### config.mk
export PLATFORM = sky130hd
export DESIGN_NAME = tcu_top
export DESIGN_NICKNAME = d
export VERILOG_FILES = /design/src/rtl/tcu_pkg.sv /design/src/rtl/tcu_prescaler.sv /design/src/rtl/tcu_counter.sv /design/src/rtl/tcu_cmp_channel.sv /design/src/rtl/tcu_top.sv
export SDC_FILE = /design/constraint.sdc
export NUM_CORES = 1
export LEC_CHECK = 0
export CORE_ASPECT_RATIO = 1.25
export CORE_MARGIN = 10
export CORE_UTILIZATION = 40
export DETAILED_ROUTE_END_ITERATION = 6
export GPL_ROUTABILITY_DRIVEN = 0
export PLACE_DENSITY_LB_ADDON = 0.15
export REMOVE_ABC_BUFFERS = 1
export SLEW_MARGIN = 20
export SYNTH_ARGS = -nofsm -noshare
export SYNTH_HDL_FRONTEND = slang
export SYNTH_SLANG_ARGS = --single-unit
### constraint.sdc
create_clock -name clk -period 5 [get_ports clk]
set_clock_uncertainty 0.15 [all_clocks]
set_input_delay 1 -clock clk [delete_from_list [all_inputs] [get_ports clk]]
set_output_delay 1 -clock clk [all_outputs]
set_load 0.05 [all_outputs]
### src/rtl/tcu_pkg.sv
`timescale 1ns/1ps
// Package: shared constants for the timer compare output unit.
// Assumes one word address per register on the bus.
package tcu_pkg;
    localparam int NCH = 2;

    localparam logic [2:0] ADR_CTRL = 3'd0;
    localparam logic [2:0] ADR_PSEL = 3'd1;
    localparam logic [2:0] ADR_CNT  = 3'd2;
    localparam logic [2:0] ADR_CMPA = 3'd3;
    localparam logic [2:0] ADR_FLAG = 3'd5;
    localparam logic [2:0] ADR_DIR  = 3'd6;
    localparam logic [2:0] ADR_PORT = 3'd7;

    typedef enum logic [1:0] {
        OM_OFF    = 2'b00,
        OM_TOGGLE = 2'b01,
        OM_CLEAR  = 2'b10,
        OM_SET    = 2'b11
    } out_mode_e;

    localparam logic [1:0] WM_CTC = 2'b01;

    typedef enum logic [2:0] {
        PS_STOP  = 3'd0,
        PS_DIV1  = 3'd1,
        PS_DIV8  = 3'd2,
        PS_DIV64 = 3'd3,
        PS_DIV256 = 3'd4,
        PS_DIV1024 = 3'd5
    } psel_e;
endpackage

### src/rtl/tcu_prescaler.sv
`timescale 1ns/1ps
// Module: tcu_prescaler
// Free-running phase counter from reset; produces a one-cycle tick for the
// selected divide ratio. Assumes PRE_W >= 10 so the slowest ratio fits.
module tcu_prescaler #(
    parameter int PRE_W = 10
) (
    input  logic       clk,
    input  logic       rst_n,
    input  logic [2:0] sel,
    output logic       tick
);
    import tcu_pkg::*;

    localparam logic [PRE_W-1:0] M8    = PRE_W'((1 << 3) - 1);
    localparam logic [PRE_W-1:0] M64   = PRE_W'((1 << 6) - 1);
    localparam logic [PRE_W-1:0] M256  = PRE_W'((1 << 8) - 1);
    localparam logic [PRE_W-1:0] M1024 = PRE_W'((1 << 10) - 1);

    logic [PRE_W-1:0] phase;

    // Advance the phase counter every clock.
    always_ff @(posedge clk) begin
        if (!rst_n) phase <= '0;
        else        phase <= phase + 1'b1;
    end

    // Pick the tick that matches the selected ratio.
    always_comb begin
        case (sel)
            PS_DIV1:    tick = 1'b1;
            PS_DIV8:    tick = ((phase & M8) == M8);
            PS_DIV64:   tick = ((phase & M64) == M64);
            PS_DIV256:  tick = ((phase & M256) == M256);
            PS_DIV1024: tick = ((phase & M1024) == M1024);
            default:    tick = 1'b0;
        endcase
    end

    // with divide-by-1, consecutive cycles always tick
    assert_div1_ticks_R3: assert property (@(posedge clk) disable iff (!rst_n)
        (sel == PS_DIV1) |-> tick);
endmodule

### src/rtl/tcu_counter.sv
`timescale 1ns/1ps
// Module: tcu_counter
// Counter with free-running or clear-on-compare count, sticky wrap flag
// and a one-tick compare block after a bus write. Assumes tick is a
// single-cycle strobe.
module tcu_counter #(
    parameter int CNT_W = 16
) (
    input  logic             clk,
    input  logic             rst_n,
    input  logic             tick,
    input  logic             ctc,
    input  logic [CNT_W-1:0] top,
    input  logic             wr,
    input  logic [CNT_W-1:0] wdata,
    input  logic             flag_clr,
    output logic [CNT_W-1:0] cnt,
    output logic             ovf,
    output logic             cmp_en
);
    localparam logic [CNT_W-1:0] CNT_MAX = '1;

    logic             blocked;
    logic [CNT_W-1:0] cnt_nxt;
    logic             wrap;

    // Next count on a tick: bottom after TOP in clear-on-compare, else +1.
    always_comb begin
        if (ctc && cnt == top) cnt_nxt = '0;
        else                   cnt_nxt = cnt + 1'b1;
    end

    // A wrap is a tick that takes the counter from all ones to zero.
    always_comb wrap = tick && !wr && (cnt == CNT_MAX);

    // Count register and the one-tick compare block.
    always_ff @(posedge clk) begin
        if (!rst_n) begin
            cnt     <= '0;
            blocked <= 1'b0;
        end else if (wr) begin
            cnt     <= wdata;
            blocked <= 1'b1;
        end else if (tick) begin
            cnt     <= cnt_nxt;
            blocked <= 1'b0;
        end
    end

    // Sticky overflow flag, set has priority over write-one-to-clear.
    always_ff @(posedge clk) begin
        if (!rst_n)        ovf <= 1'b0;
        else if (wrap)     ovf <= 1'b1;
        else if (flag_clr) ovf <= 1'b0;
    end

    assign cmp_en = !blocked;

    // without tick or write the count holds
    assert_hold_no_tick_R3: assert property (@(posedge clk) disable iff (!rst_n)
        (!tick && !wr) |=> $stable(cnt));
    // wrapping tick leaves the flag set
    assert_wrap_sets_flag_R4: assert property (@(posedge clk) disable iff (!rst_n)
        (tick && !wr && cnt == CNT_MAX) |=> (ovf && cnt == '0));
    // tick at TOP in clear-on-compare returns to bottom
    assert_ctc_bottom_R5: assert property (@(posedge clk) disable iff (!rst_n)
        (tick && !wr && ctc && cnt == top) |=> (cnt == '0));
    // a count write loads the value and blocks the next tick's match
    assert_write_blocks_R10: assert property (@(posedge clk) disable iff (!rst_n)
        wr |=> (cnt == $past(wdata) && !cmp_en));
endmodule

### src/rtl/tcu_cmp_channel.sv
`timescale 1ns/1ps
// Module: tcu_cmp_channel
// One compare channel: detects a match on a tick, updates its waveform bit
// per the output mode and muxes the pin between waveform and port value.
module tcu_cmp_channel #(
    parameter int CNT_W = 16
) (
    input  logic             clk,
    input  logic             rst_n,
    input  logic             tick,
    input  logic             cmp_en,
    input  logic [CNT_W-1:0] cnt,
    input  logic [CNT_W-1:0] cmp,
    input  logic [1:0]       mode,
    input  logic             port_val,
    input  logic             dir,
    output logic             wave,
    output logic             pin_out,
    output logic             pin_oe
);
    import tcu_pkg::*;

    logic match;
    logic wave_nxt;

    // Match only on an unblocked tick with equal values.
    always_comb match = tick && cmp_en && (cnt == cmp);

    // Waveform action chosen by the output mode.
    always_comb begin
        case (out_mode_e'(mode))
            OM_TOGGLE: wave_nxt = ~wave;
            OM_CLEAR:  wave_nxt = 1'b0;
            OM_SET:    wave_nxt = 1'b1;
            default:   wave_nxt = wave;
        endcase
    end

    // Waveform register updated on a match.
    always_ff @(posedge clk) begin
        if (!rst_n)     wave <= 1'b0;
        else if (match) wave <= wave_nxt;
    end

    // Pin override: any nonzero mode hands the pin to the waveform.
    always_comb pin_out = (mode != OM_OFF) ? wave : port_val;
    assign pin_oe = dir;

    // toggle mode inverts on a match
    assert_toggle_R7: assert property (@(posedge clk) disable iff (!rst_n)
        (match && mode == OM_TOGGLE) |=> (wave != $past(wave)));
    // clear and set modes force the level
    assert_clear_R8: assert property (@(posedge clk) disable iff (!rst_n)
        (match && mode == OM_CLEAR) |=> !wave);
    assert_set_R8: assert property (@(posedge clk) disable iff (!rst_n)
        (match && mode == OM_SET) |=> wave);
    // disconnected mode or no match keeps the waveform
    assert_idle_hold_R11: assert property (@(posedge clk) disable iff (!rst_n)
        (!match || mode == OM_OFF) |=> $stable(wave));
endmodule

### src/rtl/tcu_top.sv
`timescale 1ns/1ps
// Module: tcu_top
// Timer compare output unit: register file, prescaler, counter and one
// compare channel per pin. Assumes CNT_W >= 8 so control fits the word.
module tcu_top #(
    parameter int CNT_W  = 16,
    parameter int ADDR_W = 3,
    parameter int PRE_W  = 10
) (
    input  logic              clk,
    input  logic              rst_n,
    input  logic              bus_we,
    input  logic [ADDR_W-1:0] bus_addr,
    input  logic [CNT_W-1:0]  bus_wdata,
    output logic [CNT_W-1:0]  bus_rdata,
    output logic [1:0]        pin_out,
    output logic [1:0]        pin_oe
);
    import tcu_pkg::*;

    localparam int PAD_W = CNT_W - 8;

    logic [1:0]       out_mode [NCH];
    logic [1:0]       wave_mode;
    logic [2:0]       psel;
    logic [CNT_W-1:0] cmp_reg  [NCH];
    logic [NCH-1:0]   dir_reg;
    logic [NCH-1:0]   port_reg;
    logic [NCH-1:0]   wave;

    logic             tick;
    logic [CNT_W-1:0] cnt;
    logic             ovf;
    logic             cmp_en;
    logic             cnt_wr;
    logic             flag_clr;

    // Decode the bus strobes that reach the counter.
    always_comb begin
        cnt_wr   = bus_we && (bus_addr == ADR_CNT);
        flag_clr = bus_we && (bus_addr == ADR_FLAG) && bus_wdata[0];
    end

    // Control, prescaler select, direction and port registers.
    always_ff @(posedge clk) begin
        if (!rst_n) begin
            out_mode[0] <= '0;
            out_mode[1] <= '0;
            wave_mode   <= '0;
            psel        <= '0;
            dir_reg     <= '0;
            port_reg    <= '0;
        end else if (bus_we) begin
            case (bus_addr)
                ADR_CTRL: begin
                    out_mode[0] <= bus_wdata[7:6];
                    out_mode[1] <= bus_wdata[5:4];
                    wave_mode   <= bus_wdata[1:0];
                end
                ADR_PSEL: psel     <= bus_wdata[2:0];
                ADR_DIR:  dir_reg  <= bus_wdata[NCH-1:0];
                ADR_PORT: port_reg <= bus_wdata[NCH-1:0];
                default: ;
            endcase
        end
    end

    tcu_prescaler #(.PRE_W(PRE_W)) u_pre (
        .clk  (clk),
        .rst_n(rst_n),
        .sel  (psel),
        .tick (tick)
    );

    tcu_counter #(.CNT_W(CNT_W)) u_cnt (
        .clk     (clk),
        .rst_n   (rst_n),
        .tick    (tick),
        .ctc     (wave_mode == WM_CTC),
        .top     (cmp_reg[0]),
        .wr      (cnt_wr),
        .wdata   (bus_wdata),
        .flag_clr(flag_clr),
        .cnt     (cnt),
        .ovf     (ovf),
        .cmp_en  (cmp_en)
    );

    for (genvar i = 0; i < NCH; i++) begin : g_ch
        // Compare register for this channel.
        always_ff @(posedge clk) begin
            if (!rst_n) cmp_reg[i] <= '0;
            else if (bus_we && bus_addr == ADR_CMPA + 3'(i)) cmp_reg[i] <= bus_wdata;
        end

        tcu_cmp_channel #(.CNT_W(CNT_W)) u_ch (
            .clk     (clk),
            .rst_n   (rst_n),
            .tick    (tick),
            .cmp_en  (cmp_en),
            .cnt     (cnt),
            .cmp     (cmp_reg[i]),
            .mode    (out_mode[i]),
            .port_val(port_reg[i]),
            .dir     (dir_reg[i]),
            .wave    (wave[i]),
            .pin_out (pin_out[i]),
            .pin_oe  (pin_oe[i])
        );
    end

    // Combinational read mux.
    always_comb begin
        case (bus_addr)
            ADR_CTRL: bus_rdata = {{PAD_W{1'b0}}, out_mode[0], out_mode[1], 2'b00, wave_mode};
            ADR_PSEL: bus_rdata = {{(CNT_W-3){1'b0}}, psel};
            ADR_CNT:  bus_rdata = cnt;
            ADR_CMPA: bus_rdata = cmp_reg[0];
            ADR_FLAG: bus_rdata = {{(CNT_W-1){1'b0}}, ovf};
            ADR_DIR:  bus_rdata = {{(CNT_W-NCH){1'b0}}, dir_reg};
            ADR_PORT: bus_rdata = {{(CNT_W-NCH){1'b0}}, port_reg};
            default:  bus_rdata = cmp_reg[1];
        endcase
    end

    // the cycle after reset all pins are released
    assert_reset_pins_R1: assert property (@(posedge clk)
        !rst_n |=> (pin_oe == 2'b00 && pin_out == 2'b00));
endmodule

==> results of run 1 <==
==> kinds of logic (layout without fill, tap and decap cells) <==
family,after synthesis,count (layout)
multiplexers,29,29
AND/OR/NAND/NOR,194,194
AO/OA/AOI/OAI,95,95
adder cells (fa/ha/maj),3,3
flip-flops,75,75
buffers and inverters,46,78
XOR/XNOR,39,39
==> placed cells by master, fill, tap and decap left out, types with 6 or more instances in the layout <==
master,netlist,routed
a21oi_1,8,8
a22o_1,11,11
and2_1,34,34
buf_12,0,14
buf_4,4,18
clkbuf_16,0,10
clkdlybuf4s50_1,0,25
dfxtp_1,39,39
edfxtp_1,36,36
mux2_2,9,9
mux2i_1,18,18
nand2_1,60,60
nand2b_1,8,8
nand3_1,10,10
nand4_1,10,10
nor2_1,26,26
nor2b_1,7,7
nor4_1,9,9
o21ai_0,42,41
or3_1,6,6
xor2_1,36,36
==> final cells by class <==
class                      instances  area, um2  area share (%)
inverter                           5       18.8           0.348
timing repair buffer              57        666            12.3
clock buffer                      11        264            4.90
tap                              132        165            3.06
multi-input combinational        360       2340            43.3
clock inverter                     5       81.3            1.51
sequential                        75       1860            34.5
==> critical path: stages <==
cell and delay (ns):
clkdlybuf4s50_1 0.86, buf_4 0.28, mux2_2 0.34, a22oi_1 0.15
o21ai_0 0.19, buf_12 0.20
==> power groups by stage <==
| stage | sequential [mW] | combinational, mW | clock [mW] |
|---|---|---|---|
| final | 0.747 | 0.277 | 0.740 |
| after global routing | 0.755 | 0.302 | 0.774 |
| after CTS | 0.746 | 0.279 | 0.753 |
| after detailed placement | 0.759 | 0.277 | 0 |
| after global placement | 0.759 | 0.276 | 0 |
| after floorplan | 0.742 | 0.156 | 0 |
==> final timing paths <==
path                                      from  cells after the start                 to  slack [ns]
worst max-delay path               bus_addr[0]                      6       bus_rdata[5]        0.83
worst min-delay path                 u_cnt.ovf                      2          u_cnt.ovf        0.31
worst max register to register  u_pre.phase[0]                      6  g_ch[0].u_ch.wave        2.25
worst min register to register       u_cnt.ovf                      2          u_cnt.ovf        0.31
==> metal layers <==
metal / global-route usage [%] / routed length, um / part of all wire, % / vias to the layer above
met2: 25.9 / 5850 / 48 / 103
met3: 4.00 / 791 / 6.5 / 18
met1: 19.5 / 5350 / 44 / 1731
met4: 6.56 / 248 / 2.0 / 0
li1: - / - / - / 1772
met5: 0 / 0 / 0 / -
==> stage by stage <==
stage               setup WS (ns)  utilization [%]  hold WS, ns  instances
global route                0.693             50.6        0.344        645
floorplan                    1.46                -        0.279        440
global placement            0.879             47.3        0.291        629
detailed placement          0.861             47.3        0.304        629
CTS                         0.841             50.6        0.316        645
finish                      0.830             50.6        0.310        645
==> results_dict.tcl, run 1 <==
set metrics [dict create \
    cts.clk_slew.worst_paths_ns 0.06 \
    drt_first_pass_iters 4 \
    drc 0 \
    dp_hpwl_um 8740 \
    power.leakage_nw 2.03 \
    rsz0062_at_grt "no" \
    vias 3624 \
    nets 533 \
    ctsHtreeMaxLevel 3 \
    worstMarginPinSlew_ns 0.807 \
    std_cell_rows 42 \
    synth_top_family_by_area "simple AND/OR/NAND/NOR gates" \
    start_util_pct 41.2 \
    synth_area_per_cell_um2 9.14 \
    port_buffers 41 \
    grt_pass1_wl_um 19500 \
    antenna_found_initial 0 \
    path_class "input pin to output port" \
    grt_usage_pct 15.8 \
    fin_crit_ns 4.17 \
    ys_async_sr_fraction_pct 0 \
    diodes 0 \
    grt_pass1_vias 3665 \
    tritoncts "built" \
    switching_power_mw 0.473 \
    drt-initial-drc-count 248 \
    max_freq_mhz 240 \
    drv_cap 0 \
    area_growth_pct 22.7 \
    timing.setup.tns_ns 0 \
    synth_cells 481 \
    largest_reg_flops 32 \
    synth_common_cells "60 x nand2_1, 42 x o21ai_0, 39 x dfxtp_1" \
    setup_violations 0 \
    yosys.area.top_type "edfxtp_1" \
    ir_drop_v 0.000235 \
    synth-simple-area-share_pct 22.9 \
    clock_path_buffers 2 \
    swShare_pct 26.8 \
    path_max_fanout 14 \
    die_h_um 137 \
    fp.coreArea_um2 10700 \
    cts_resized 0 \
    placed_area_um2 5050 \
    cts_setup_buffers 0 \
    cp.required_ns 3.85 \
    timing.final.crit_share_pct 83.4 \
    clkPwrFrac_pct 41.9 \
    synth_xor_area_share_pct 7.77 \
    yosys_warnings 0 \
    ys_types 51 \
    power_density_nw_per_um2 327 \
    fp.dieW_um 114 \
    synth-compound-area-share_pct 14.1 \
    cp.arrival_ns 3.02 \
    fillers 994 \
    io_pins 42 \
    synth_most_common_cell "nand2_1" \
    hold_class "flip-flop to flip-flop" \
    cts-root-buf "clkbuf_16" \
    cts_hold_buf 0 \
    synth.mux.area_fraction_pct 7.43 \
    outcome "finished, final reports clean" \
    synth.cell_area_um2 4400 \
    wire_per_inst_um 19.0 \
    grt-ovfl-total 0 \
    synthTopCellsByArea "edfxtp_1 25%, dfxtp_1 18%, xor2_1 7.2%" \
    ys.flop_type "dfxtp_1" \
    drive_above_1_share_pct 13.1 \
    cp-end-kind "output port" \
    grt_max_degree 32 \
    comb_power_share_pct 15.7 \
    power_frac_seq_pct 42.4 \
    internal-power_mw 1.29 \
    synth_fa_ha_area_share_pct 0.854 \
    wl_um 12200 \
    yosysSeqAreaShare_pct 42.3 \
    cp-start-kind "input pin" \
    max_slew_margin_pct 46.1 \
    via_per_inst 5.62 \
    ant_nets 0 \
    finalHoldViolCount 0 \
    ys_ff_latch 75 \
    p_total_mw 1.76 \
    cts_buffers 9 \
    clk_latency_ns 0.34 \
    finalMaxSlewViolations 0 \
    die-area_um2 15600 \
    stdcell_area_um2 5390 \
    cts.sinks 75 \
    synth_top_area_share_pct 24.6 \
    synth-edff-count 36 \
]
Note: power is estimated with default switching activity, not from simulation.
==> run 2, diff against run 1 <==
- clock period: 5 -> 4 ns (I/O delays scaled with it)
==> run 2 against run 1 <==
Compared with the run above:
- combinational power up 25%
- sequential share of layout area rose by 0.39 points
- die area unchanged
- critical path type unchanged
- largest cell class unchanged
- largest power group unchanged
- highest routed layer unchanged
==> results_dict.tcl, run 2 (same netlist as run 1, synthesis figures left out) <==
set metrics [dict create \
    timing.rr.end "g_ch[0].u_ch.wave" \
    r2r_cells 6 \
    cts.clk_slew.worst_paths_ns 0.05 \
    finalHoldViolCount 0 \
    critPathTopFamily "buffers and inverters" \
    antenna_found_initial 0 \
    grt_pass1_wl_um 19600 \
    fin_crit_ns 3.59 \
    largest_reg_flops 32 \
    placed_area_um2 5040 \
    wire_per_inst_um 18.9 \
    ant_nets 0 \
    crit_start "bus_addr[1]" \
    slowest_stage "clkdlybuf4s50_1" \
    hp-start "u_pre.phase[0]" \
    cts_resized 0 \
    cp.required_ns 3.05 \
    drive_above_1_share_pct 12.5 \
    crit_chain "clkdlybuf4s50_1 > buf_4 > mux4_2 > mux2_2 > buf_4" \
    fillers 999 \
    r2r_slack_ns 1.24 \
    outcome "finished, final reports clean" \
    die-area_um2 15600 \
    utilization_pct 50.0 \
    critical_path.most_common_cell "buf_4" \
    cts-root-buf "clkbuf_16" \
    final_cell_mix "60 x nand2_1, 41 x o21ai_0, 39 x dfxtp_1" \
    hold-path-endpoint "u_pre.phase[0]" \
    tritoncts "built" \
    power_frac_seq_pct 45.2 \
    clkPwrFrac_pct 38.0 \
    grt_max_degree 31 \
    cts.sinks 75 \
    diodes 0 \
    nets 531 \
    die_h_um 137 \
    vias 3621 \
    comb_power_share_pct 16.7 \
    finalMaxSlewViolations 0 \
    switching_power_mw 0.575 \
    std_cell_rows 42 \
    hold_class "flip-flop to flip-flop" \
    clk_latency_ns 0.33 \
    rsz0062_at_grt "no" \
    clock_path_buffers 2 \
    setup_violations 0 \
    max_freq_mhz 278 \
    start_util_pct 41.2 \
    swShare_pct 27.8 \
    max_slew_margin_pct 53.3 \
    ir_drop_v 0.000216 \
    ctsHtreeMaxLevel 3 \
    drc 0 \
    internal-power_mw 1.49 \
    drt-initial-drc-count 256 \
    cp-end-kind "output port" \
    area_growth_pct 21.3 \
    drt_first_pass_iters 5 \
    io_pins 42 \
    worstMarginPinSlew_ns 0.700 \
    path_class "input pin to output port" \
    power_density_nw_per_um2 387 \
    timing.setup.tns_ns 0 \
    cts_hold_buf 0 \
    timing.final.crit_share_pct 89.9 \
    wl_um 12100 \
    port_buffers 41 \
    path_max_fanout 13 \
    grt_pass1_vias 3535 \
    r2r_start "u_pre.phase[0]" \
    power.leakage_nw 2.00 \
    drv_cap 0 \
    grt-ovfl-total 0 \
    stdcell_area_um2 5330 \
    cts_buffers 9 \
    cp-start-kind "input pin" \
    cp.arrival_ns 2.64 \
    cts_setup_buffers 0 \
    slowest_delay_ns 0.81 \
    layout_commonest_cell "nand2_1" \
    critPathBufInv 3 \
    dp_hpwl_um 8520 \
    via_per_inst 5.63 \
    worst_hold_path.num_cells 1 \
    fp.coreArea_um2 10700 \
    grt_usage_pct 15.9 \
    fp.dieW_um 114 \
]
-- run 2: cell type report --
cell class	count	area [um2]	area share (%)
well taps	132	165	3.10
flip-flops and latches	75	1860	34.9
multi-input cells	360	2340	43.9
inverters	5	18.8	0.352
clock buffers	10	229	4.29
clock inverters	6	56.3	1.06
repair buffers	55	663	12.4
-- run 2: worst max path at each step --
stage                        end  slack (ns)  cells past startpoint
finish              bus_rdata[0]        0.41                      5
global route        bus_rdata[1]        0.30                      8
CTS                 bus_rdata[0]        0.41                      5
detailed placement  bus_rdata[0]        0.42                      5
global placement    bus_rdata[0]        0.42                      4
floorplan           bus_rdata[4]        0.86                      3
-- run 2: power by group through the flow --
stage | sequential [mW] | clock [mW] | combinational (mW)
finish | 0.934 | 0.785 | 0.346
floorplan | 0.927 | 0 | 0.195
CTS | 0.933 | 0.804 | 0.347
detailed placement | 0.949 | 0 | 0.344
global route | 0.943 | 0.830 | 0.379
global placement | 0.947 | 0 | 0.343
-- run 2: stage by stage --
stage	power (mW)	cells	hold WS [ns]	setup WS, ns
2_1_floorplan	1.12	440	0.279	0.863
3_3_place_gp	1.29	627	0.291	0.423
3_5_place_dp	1.29	627	0.300	0.424
4_1_cts	2.08	643	0.310	0.413
5_1_grt	2.15	643	0.340	0.304
6_report	2.07	643	0.310	0.405
-- run 2: per-layer routing --
layer	part of all wire, %	GRT usage, %	up-vias
met4	2.3	6.07	0
met5	0	0	-
met2	47	25.1	100
met3	5.5	3.74	23
li1	-	-	1768
met1	45	20.5	1730
